**src/rtl/xl_pkg.sv**
```systemverilog
package xl_pkg;
  localparam int VA_W   = 32;
  localparam int OFF_W  = 12;
  localparam int IDX_W  = 10;
  localparam int VPN_W  = VA_W - OFF_W;
  localparam int LOFF_W = OFF_W + IDX_W;
  localparam int PRES_BIT  = 0;
  localparam int LARGE_BIT = 7;

  typedef enum logic [2:0] {
    ST_IDLE, ST_LOOK, ST_DREQ, ST_DWAIT, ST_TREQ, ST_TWAIT, ST_RESP
  } xlState_e;

  typedef struct packed {
    logic loadVa;
    logic loadPde;
    logic selTable;
    logic fillEn;
    logic fillLarge;
    logic loadRsp;
    logic rspFaultSet;
    logic outWalk;
  } xlStrobe_t;
endpackage

```
**src/rtl/xl_ctrl.sv**
```systemverilog
module xl_ctrl
  import xl_pkg::*;
(
  input  logic      clk,
  input  logic      rstN,
  input  logic      reqValid,
  input  logic      hit,
  input  logic      memReqReady,
  input  logic      memRspValid,
  input  logic      entPresent,
  input  logic      entLarge,
  output logic      reqReady,
  output logic      rspValid,
  output logic      memReqValid,
  output xlStrobe_t stb
);
  xlState_e stateQ, stateD;

  always_ff @(posedge clk or negedge rstN) begin
    if (!rstN) stateQ <= ST_IDLE;
    else       stateQ <= stateD;
  end

  always_comb begin
    stateD      = stateQ;
    stb         = '0;
    reqReady    = 1'b0;
    rspValid    = 1'b0;
    memReqValid = 1'b0;
    unique case (stateQ)
      ST_IDLE: begin
        reqReady = 1'b1;
        if (reqValid) begin
          stb.loadVa = 1'b1;
          stateD     = ST_LOOK;
        end
      end
      ST_LOOK: begin
        if (hit) begin
          rspValid = 1'b1;
          reqReady = 1'b1;
          if (reqValid) stb.loadVa = 1'b1;
          else          stateD     = ST_IDLE;
        end else begin
          stateD = ST_DREQ;
        end
      end
      ST_DREQ: begin
        memReqValid = 1'b1;
        if (memReqReady) stateD = ST_DWAIT;
      end
      ST_DWAIT: begin
        if (memRspValid) begin
          if (!entPresent) begin
            stb.loadRsp     = 1'b1;
            stb.rspFaultSet = 1'b1;
            stateD          = ST_RESP;
          end else if (entLarge) begin
            stb.loadRsp   = 1'b1;
            stb.fillEn    = 1'b1;
            stb.fillLarge = 1'b1;
            stateD        = ST_RESP;
          end else begin
            stb.loadPde = 1'b1;
            stateD      = ST_TREQ;
          end
        end
      end
      ST_TREQ: begin
        memReqValid  = 1'b1;
        stb.selTable = 1'b1;
        if (memReqReady) stateD = ST_TWAIT;
      end
      ST_TWAIT: begin
        stb.selTable = 1'b1;
        if (memRspValid) begin
          stb.loadRsp = 1'b1;
          if (!entPresent) stb.rspFaultSet = 1'b1;
          else             stb.fillEn      = 1'b1;
          stateD = ST_RESP;
        end
      end
      ST_RESP: begin
        rspValid    = 1'b1;
        stb.outWalk = 1'b1;
        stateD      = ST_IDLE;
      end
      default: stateD = ST_IDLE;
    endcase
  end
endmodule

```
**src/rtl/xl_dpath.sv**
```systemverilog
module xl_dpath
  import xl_pkg::*;
#(
  parameter  int ENTRIES = 32,
  localparam int PTR_W   = $clog2(ENTRIES)
) (
  input  logic             clk,
  input  logic             rstN,
  input  logic             flush,
  input  logic             baseWe,
  input  logic [VPN_W-1:0] baseIn,
  input  logic [VA_W-1:0]  reqAddr,
  input  logic [VA_W-1:0]  memRspData,
  input  xlStrobe_t        stb,
  output logic             hit,
  output logic [VA_W-1:0]  rspAddr,
  output logic             rspFault,
  output logic [VA_W-1:0]  memAddr
);
  logic [VA_W-1:0]    vaQ, walkPaQ;
  logic [VPN_W-1:0]   baseQ, pdeFrameQ;
  logic               walkFaultQ;
  logic [ENTRIES-1:0] vldQ, lrgQ, match;
  logic [VPN_W-1:0]   tagQ [ENTRIES];
  logic [VPN_W-1:0]   pfnQ [ENTRIES];
  logic [PTR_W-1:0]   ptrQ, hitIdx, freeIdx, fillIdx;
  logic               anyFree;
  logic [VA_W-1:0]    hitPa;

  // Tag compare: a large entry ignores the table index bits.
  for (genvar i = 0; i < ENTRIES; i++) begin : g_cmp
    assign match[i] = vldQ[i]
      && (tagQ[i][VPN_W-1:IDX_W] == vaQ[VA_W-1:LOFF_W])
      && (lrgQ[i] || (tagQ[i][IDX_W-1:0] == vaQ[LOFF_W-1:OFF_W]));
  end

  always_comb begin
    hitIdx  = '0;
    freeIdx = '0;
    for (int i = ENTRIES - 1; i >= 0; i--) begin
      if (match[i]) hitIdx  = PTR_W'(i);
      if (!vldQ[i]) freeIdx = PTR_W'(i);
    end
  end

  assign hit     = |match;
  assign anyFree = ~&vldQ;
  assign fillIdx = anyFree ? freeIdx : ptrQ;
  assign hitPa   = lrgQ[hitIdx]
                 ? {pfnQ[hitIdx][VPN_W-1:IDX_W], vaQ[LOFF_W-1:0]}
                 : {pfnQ[hitIdx], vaQ[OFF_W-1:0]};

  assign memAddr  = stb.selTable
                  ? {pdeFrameQ, vaQ[LOFF_W-1:OFF_W], 2'b00}
                  : {baseQ, vaQ[VA_W-1:LOFF_W], 2'b00};
  assign rspAddr  = stb.outWalk ? walkPaQ : hitPa;
  assign rspFault = stb.outWalk & walkFaultQ;

  always_ff @(posedge clk or negedge rstN) begin
    if (!rstN) begin
      vaQ        <= '0;
      baseQ      <= '0;
      pdeFrameQ  <= '0;
      walkPaQ    <= '0;
      walkFaultQ <= 1'b0;
    end else begin
      if (stb.loadVa)  vaQ       <= reqAddr;
      if (baseWe)      baseQ     <= baseIn;
      if (stb.loadPde) pdeFrameQ <= memRspData[VA_W-1:OFF_W];
      if (stb.loadRsp) begin
        walkFaultQ <= stb.rspFaultSet;
        if (stb.rspFaultSet)
          walkPaQ <= '0;
        else if (stb.fillLarge)
          walkPaQ <= {memRspData[VA_W-1:LOFF_W], vaQ[LOFF_W-1:0]};
        else
          walkPaQ <= {memRspData[VA_W-1:OFF_W], vaQ[OFF_W-1:0]};
      end
    end
  end

  always_ff @(posedge clk or negedge rstN) begin
    if (!rstN) begin
      vldQ <= '0;
      ptrQ <= '0;
    end else if (flush) begin
      vldQ <= '0;
    end else if (stb.fillEn) begin
      vldQ[fillIdx] <= 1'b1;
      if (!anyFree)
        ptrQ <= (ptrQ == PTR_W'(ENTRIES - 1)) ? '0 : ptrQ + 1'b1;
    end
  end

  always_ff @(posedge clk) begin
    if (stb.fillEn && !flush) begin
      tagQ[fillIdx] <= vaQ[VA_W-1:OFF_W];
      pfnQ[fillIdx] <= memRspData[VA_W-1:OFF_W];
      lrgQ[fillIdx] <= stb.fillLarge;
    end
  end
endmodule

```
**src/rtl/pgxlate_top.sv**
```systemverilog
module pgxlate_top
  import xl_pkg::*;
#(
  parameter int ENTRIES = 32
) (
  input  logic        clk,
  input  logic        rstN,
  input  logic        flush,
  input  logic        baseWe,
  input  logic [19:0] baseIn,
  input  logic        reqValid,
  output logic        reqReady,
  input  logic [31:0] reqAddr,
  output logic        rspValid,
  output logic        rspFault,
  output logic [31:0] rspAddr,
  output logic        memReqValid,
  input  logic        memReqReady,
  output logic [31:0] memAddr,
  input  logic        memRspValid,
  input  logic [31:0] memRspData
);
  xlStrobe_t stb;
  logic      hit;

  xl_ctrl u_ctrl (
    .clk        (clk),
    .rstN       (rstN),
    .reqValid   (reqValid),
    .hit        (hit),
    .memReqReady(memReqReady),
    .memRspValid(memRspValid),
    .entPresent (memRspData[PRES_BIT]),
    .entLarge   (memRspData[LARGE_BIT]),
    .reqReady   (reqReady),
    .rspValid   (rspValid),
    .memReqValid(memReqValid),
    .stb        (stb)
  );

  xl_dpath #(.ENTRIES(ENTRIES)) u_dpath (
    .clk       (clk),
    .rstN      (rstN),
    .flush     (flush),
    .baseWe    (baseWe),
    .baseIn    (baseIn),
    .reqAddr   (reqAddr),
    .memRspData(memRspData),
    .stb       (stb),
    .hit       (hit),
    .rspAddr   (rspAddr),
    .rspFault  (rspFault),
    .memAddr   (memAddr)
  );
endmodule

```
**config.mk**
```make
export PLATFORM = sky130hd
export DESIGN_NAME = pgxlate_top
export DESIGN_NICKNAME = d
export VERILOG_FILES = /design/src/rtl/xl_pkg.sv /design/src/rtl/xl_ctrl.sv /design/src/rtl/xl_dpath.sv /design/src/rtl/pgxlate_top.sv
export SDC_FILE = /design/constraint.sdc
export NUM_CORES = 2
export LEC_CHECK = 0
export ABC_AREA = 1
export BUFFER_PORTS_ARGS = -buffer_cell sky130_fd_sc_hd__buf_2
export CAP_MARGIN = 25
export CORE_ASPECT_RATIO = 1.25
export CORE_MARGIN = 3
export CORE_UTILIZATION = 45
export DETAILED_ROUTE_END_ITERATION = 7
export PLACE_DENSITY = 0.7
export SYNTH_ARGS = -nofsm -noshare
export SYNTH_HDL_FRONTEND = slang
export SYNTH_SLANG_ARGS = --single-unit
```
**constraint.sdc**
```tcl
create_clock -name clk -period 6.5 [get_ports clk]
set_clock_uncertainty 0.15 [all_clocks]
set_input_delay 1.3 -clock clk [delete_from_list [all_inputs] [get_ports clk]]
set_output_delay 1.3 -clock clk [all_outputs]
set_load 0.1 [all_outputs]
```
==> out/metrics.csv <==
metric,value,unit
synth_cells,5722,
finalHoldViolCount,0,
cts_tree,yes,
slew_headroom,0.395,
ff_latch_area,0.0431,mm²
startpoint,u_dpath.vaQ[26],
synth_top_area_cell,edfxtp_1,
synth_area,0.0646,mm²
syn_to_final_growth,19.2,%
dieArea,0.148,mm²
dp.cells,7840,
hpwlAfterDp,117000,µm
clock_latency,0.78,ns
hp-start,u_dpath.walkPaQ[2],
cp-end-kind,output port,
nFillCells,11583,
portBuffers,146,
cts_buffers,133,
synth-seq-area-share,0.666,
max_freq,135,MHz
grt_start_max_net_pins,109,
tightest_slew,0.907,ns
multiInputGateArea,0.0190,mm²
layout_setup_ws,-0.921,ns
async_reset_ff_frac,0.0995,
antenna_found_initial,9,
cts_sinks,1457,
postRouteWirelength,193000,µm
dieHeight,430,µm
cts_hold_buf,0,
criticalPathCategory,flip-flop to output port,
firstDrtPassIters,7,
h-tree-depth,4,
clockBufferDepth,3,
rr_startpoint,u_dpath.vldQ[30],
rsz0062_at_grt,true,
wire_per_inst,23.7,µm
drt-initial-drc-count,6314,
cp_slowest_cell,dfrtp_2,
initial_utilization,0.456,
grt-ovfl-total,0,
placed_area,0.0706,mm²
yosysWarnings,0,
final_area,0.0771,mm²
fin_cells,8142,
violations,setup timing,
grt_first_pass_wirelength,282000,µm
max-cap-violations,0,
ys_ff_latch,1457,
fin_crit_sh,1.14,
min_path_type,flip-flop to flip-flop,
cp.arrival,5.97,ns
synth_top_area_frac,0.609,
synth-edff-count,1312,
worstPathRequired,5.05,ns
timing.critical_path.mode_cell,nand2_1,
slowest_delay,0.50,ns
drc,0,
grt.total_usage,0.252,
synth_cell_types,55,
die_x,345,µm
drtAntennaViolNets,0,
maxSlewViolCount,0,
finalWeightedCongestion,0.897,
core,0.142,mm²
fin_tns_setup,-17.35,ns
nets,6252,
cts-root-buf,clkbuf_16,
clk_pin_slew_worst_paths,0.07,ns
syn_avg_cell_area,11.3,µm²
period_needed,7.42,ns
power,27.7,mW
grt_pass1_vias,45320,
power_density,360,mW/mm²
finalSetupViolations,20,
vias_per_cell,5.76,
rows,154,
peakVddDrop,0.599,mV
status,"complete, but fails checks",
yosys-top-cells-area,"edfxtp_1, dfrtp_1, nand2_1",
worstPathMaxFanout,7,
start_kind,flip-flop,
vias,46907,
drive_gt1_frac,0.191,
power_leakage,29.0,nW
final_util,0.543,
ios,159,
synth_ff_type,edfxtp_1,
-- critical path, delay by kind of cell (launching register included) --
family | cells | cell delay, ns
buffers and inverters | 6 | 0.93
xor gates and xnor gates | 1 | 0.19
and+or+nand+nor | 41 | 3.56
DFF | 1 | 0.50
-- flip-flops by register name (all words and copies together) (netlist names) --
name,count
u_ctrl.stateQ,3
u_dpath.baseQ,20
u_dpath.lrgQ,32
u_dpath.pdeFrameQ,20
u_dpath.pfnQ,640
u_dpath.ptrQ,5
u_dpath.tagQ,640
u_dpath.vaQ,32
u_dpath.vldQ,32
u_dpath.walkFaultQ,1
u_dpath.walkPaQ,32
-- synthesized netlist by cell type (all sizes together) (79+ instances only) --
master / count
buf: 193
xor2: 157
clkbuf: 118
dfrtp: 145
inv: 613
nor4: 79
o21ai: 269
nor2: 401
nand4: 80
o211ai: 152
nand3b: 106
nand3: 619
or2: 122
xnor2: 152
nand2: 926
edfxtp: 1312
-- layout make-up --
| class | instances | share of cell area |
|---|---|---|
| clock buffers | 171 | 0.0473 |
| flip-flops and latches | 1457 | 0.559 |
| multi-input cells | 3341 | 0.246 |
| inverters | 615 | 0.0305 |
| repair inverters | 1 | 0.000114 |
| diodes | 1 | 0.0000325 |
| repair buffers | 610 | 0.0766 |
| well taps | 1872 | 0.0304 |
| clock inverters | 74 | 0.0102 |
-- cell usage in the layout (no fill, tap or decap), types with 13 or more instances in the layout --
master        n
nor4_1       75
buf_16       15
nand3_1     538
nand3_2      73
nor3_1       44
dfrtp_2      18
nor2_4       33
o21ai_0     235
clkinv_2     23
buf_6        23
clkbuf_16   140
xnor2_1     148
nand2_1     858
o22ai_1      56
nand4_1      80
o211ai_1    152
xor2_1      157
o21ai_1      30
a21oi_1      54
clkinv_1     23
edfxtp_1   1312
nor2_1      359
inv_1       593
o2111ai_1    18
bufinv_16    14
or2_2       114
nand2_4      23
nand3b_1    106
buf_4       350
nand2_2      43
buf_2       124
buf_12       89
clkbuf_1     26
a221oi_1     15
a2111oi_0    13
dfrtp_1     125
-- logic make-up (layout without fill, tap and decap cells) --
kind of cell | Yosys count | after routing | synth area share
adders and majority gates | 2 | 2 | 0.000387
xor gates and xnor gates | 309 | 309 | 0.0419
DFF | 1457 | 1457 | 0.666
muxes | 10 | 10 | 0.00174
AOI/OAI and AO/OA | 619 | 619 | 0.0596
and+or+nand+nor | 2398 | 2399 | 0.171
buffers and inverters | 926 | 1471 | 0.0602
other | 1 | 3 | 0.0000580
-- metal layers --
metal | routed length [µm] | vias up | global-route usage
met5 | 13 | - | 0
li1 | - | 20784 | -
met3 | 20400 | 552 | 0.0515
met2 | 91000 | 2738 | 0.412
met1 | 71600 | 22831 | 0.323
met4 | 9640 | 2 | 0.117
-- power by group --
group / switching, mW / total, mW / leakage [nW] / internal, mW
Combinational: 5.86 / 8.40 / 13.3 / 2.54
Clock: 3.51 / 8.06 / 2.17 / 4.55
Sequential: 0.275 / 11.3 / 13.5 / 11.0
Total: 9.64 / 27.7 / 29.0 / 18.1
-- path summary, 6_finish.rpt --
check / endpoint / slack, ns / cells past startpoint
worst min-delay path: u_dpath.walkPaQ[2] / 0.34 / 2
min in group asynchronous: u_dpath.baseQ[3] / 0.39 / 1
worst min register to register: u_dpath.walkPaQ[2] / 0.34 / 2
max in group asynchronous: u_dpath.vaQ[21] / 4.81 / 2
worst max-delay path: rspAddr[17] / -0.92 / 48
worst max register to register: u_dpath.pfnQ[21][17] / 1.43 / 23
-- repair_timing --
item	4_1_cts	5_1_grt
endpoints found under the setup margin	20	22
cloned	12	2
pin swaps	69	72
gates resized for setup	192	106
buffers inserted	38	6
-- through the flow --
step | hold slack (ns) | worst slack (ns)
5_1_grt | 0.355 | -1.21
6_report | 0.339 | -0.921
3_5_place_dp | 0.326 | -0.434
4_1_cts | 0.342 | -0.833
3_3_place_gp | 0.317 | -0.352
2_1_floorplan | 0.303 | 0.204
Power figures use the tool's default switching activity.
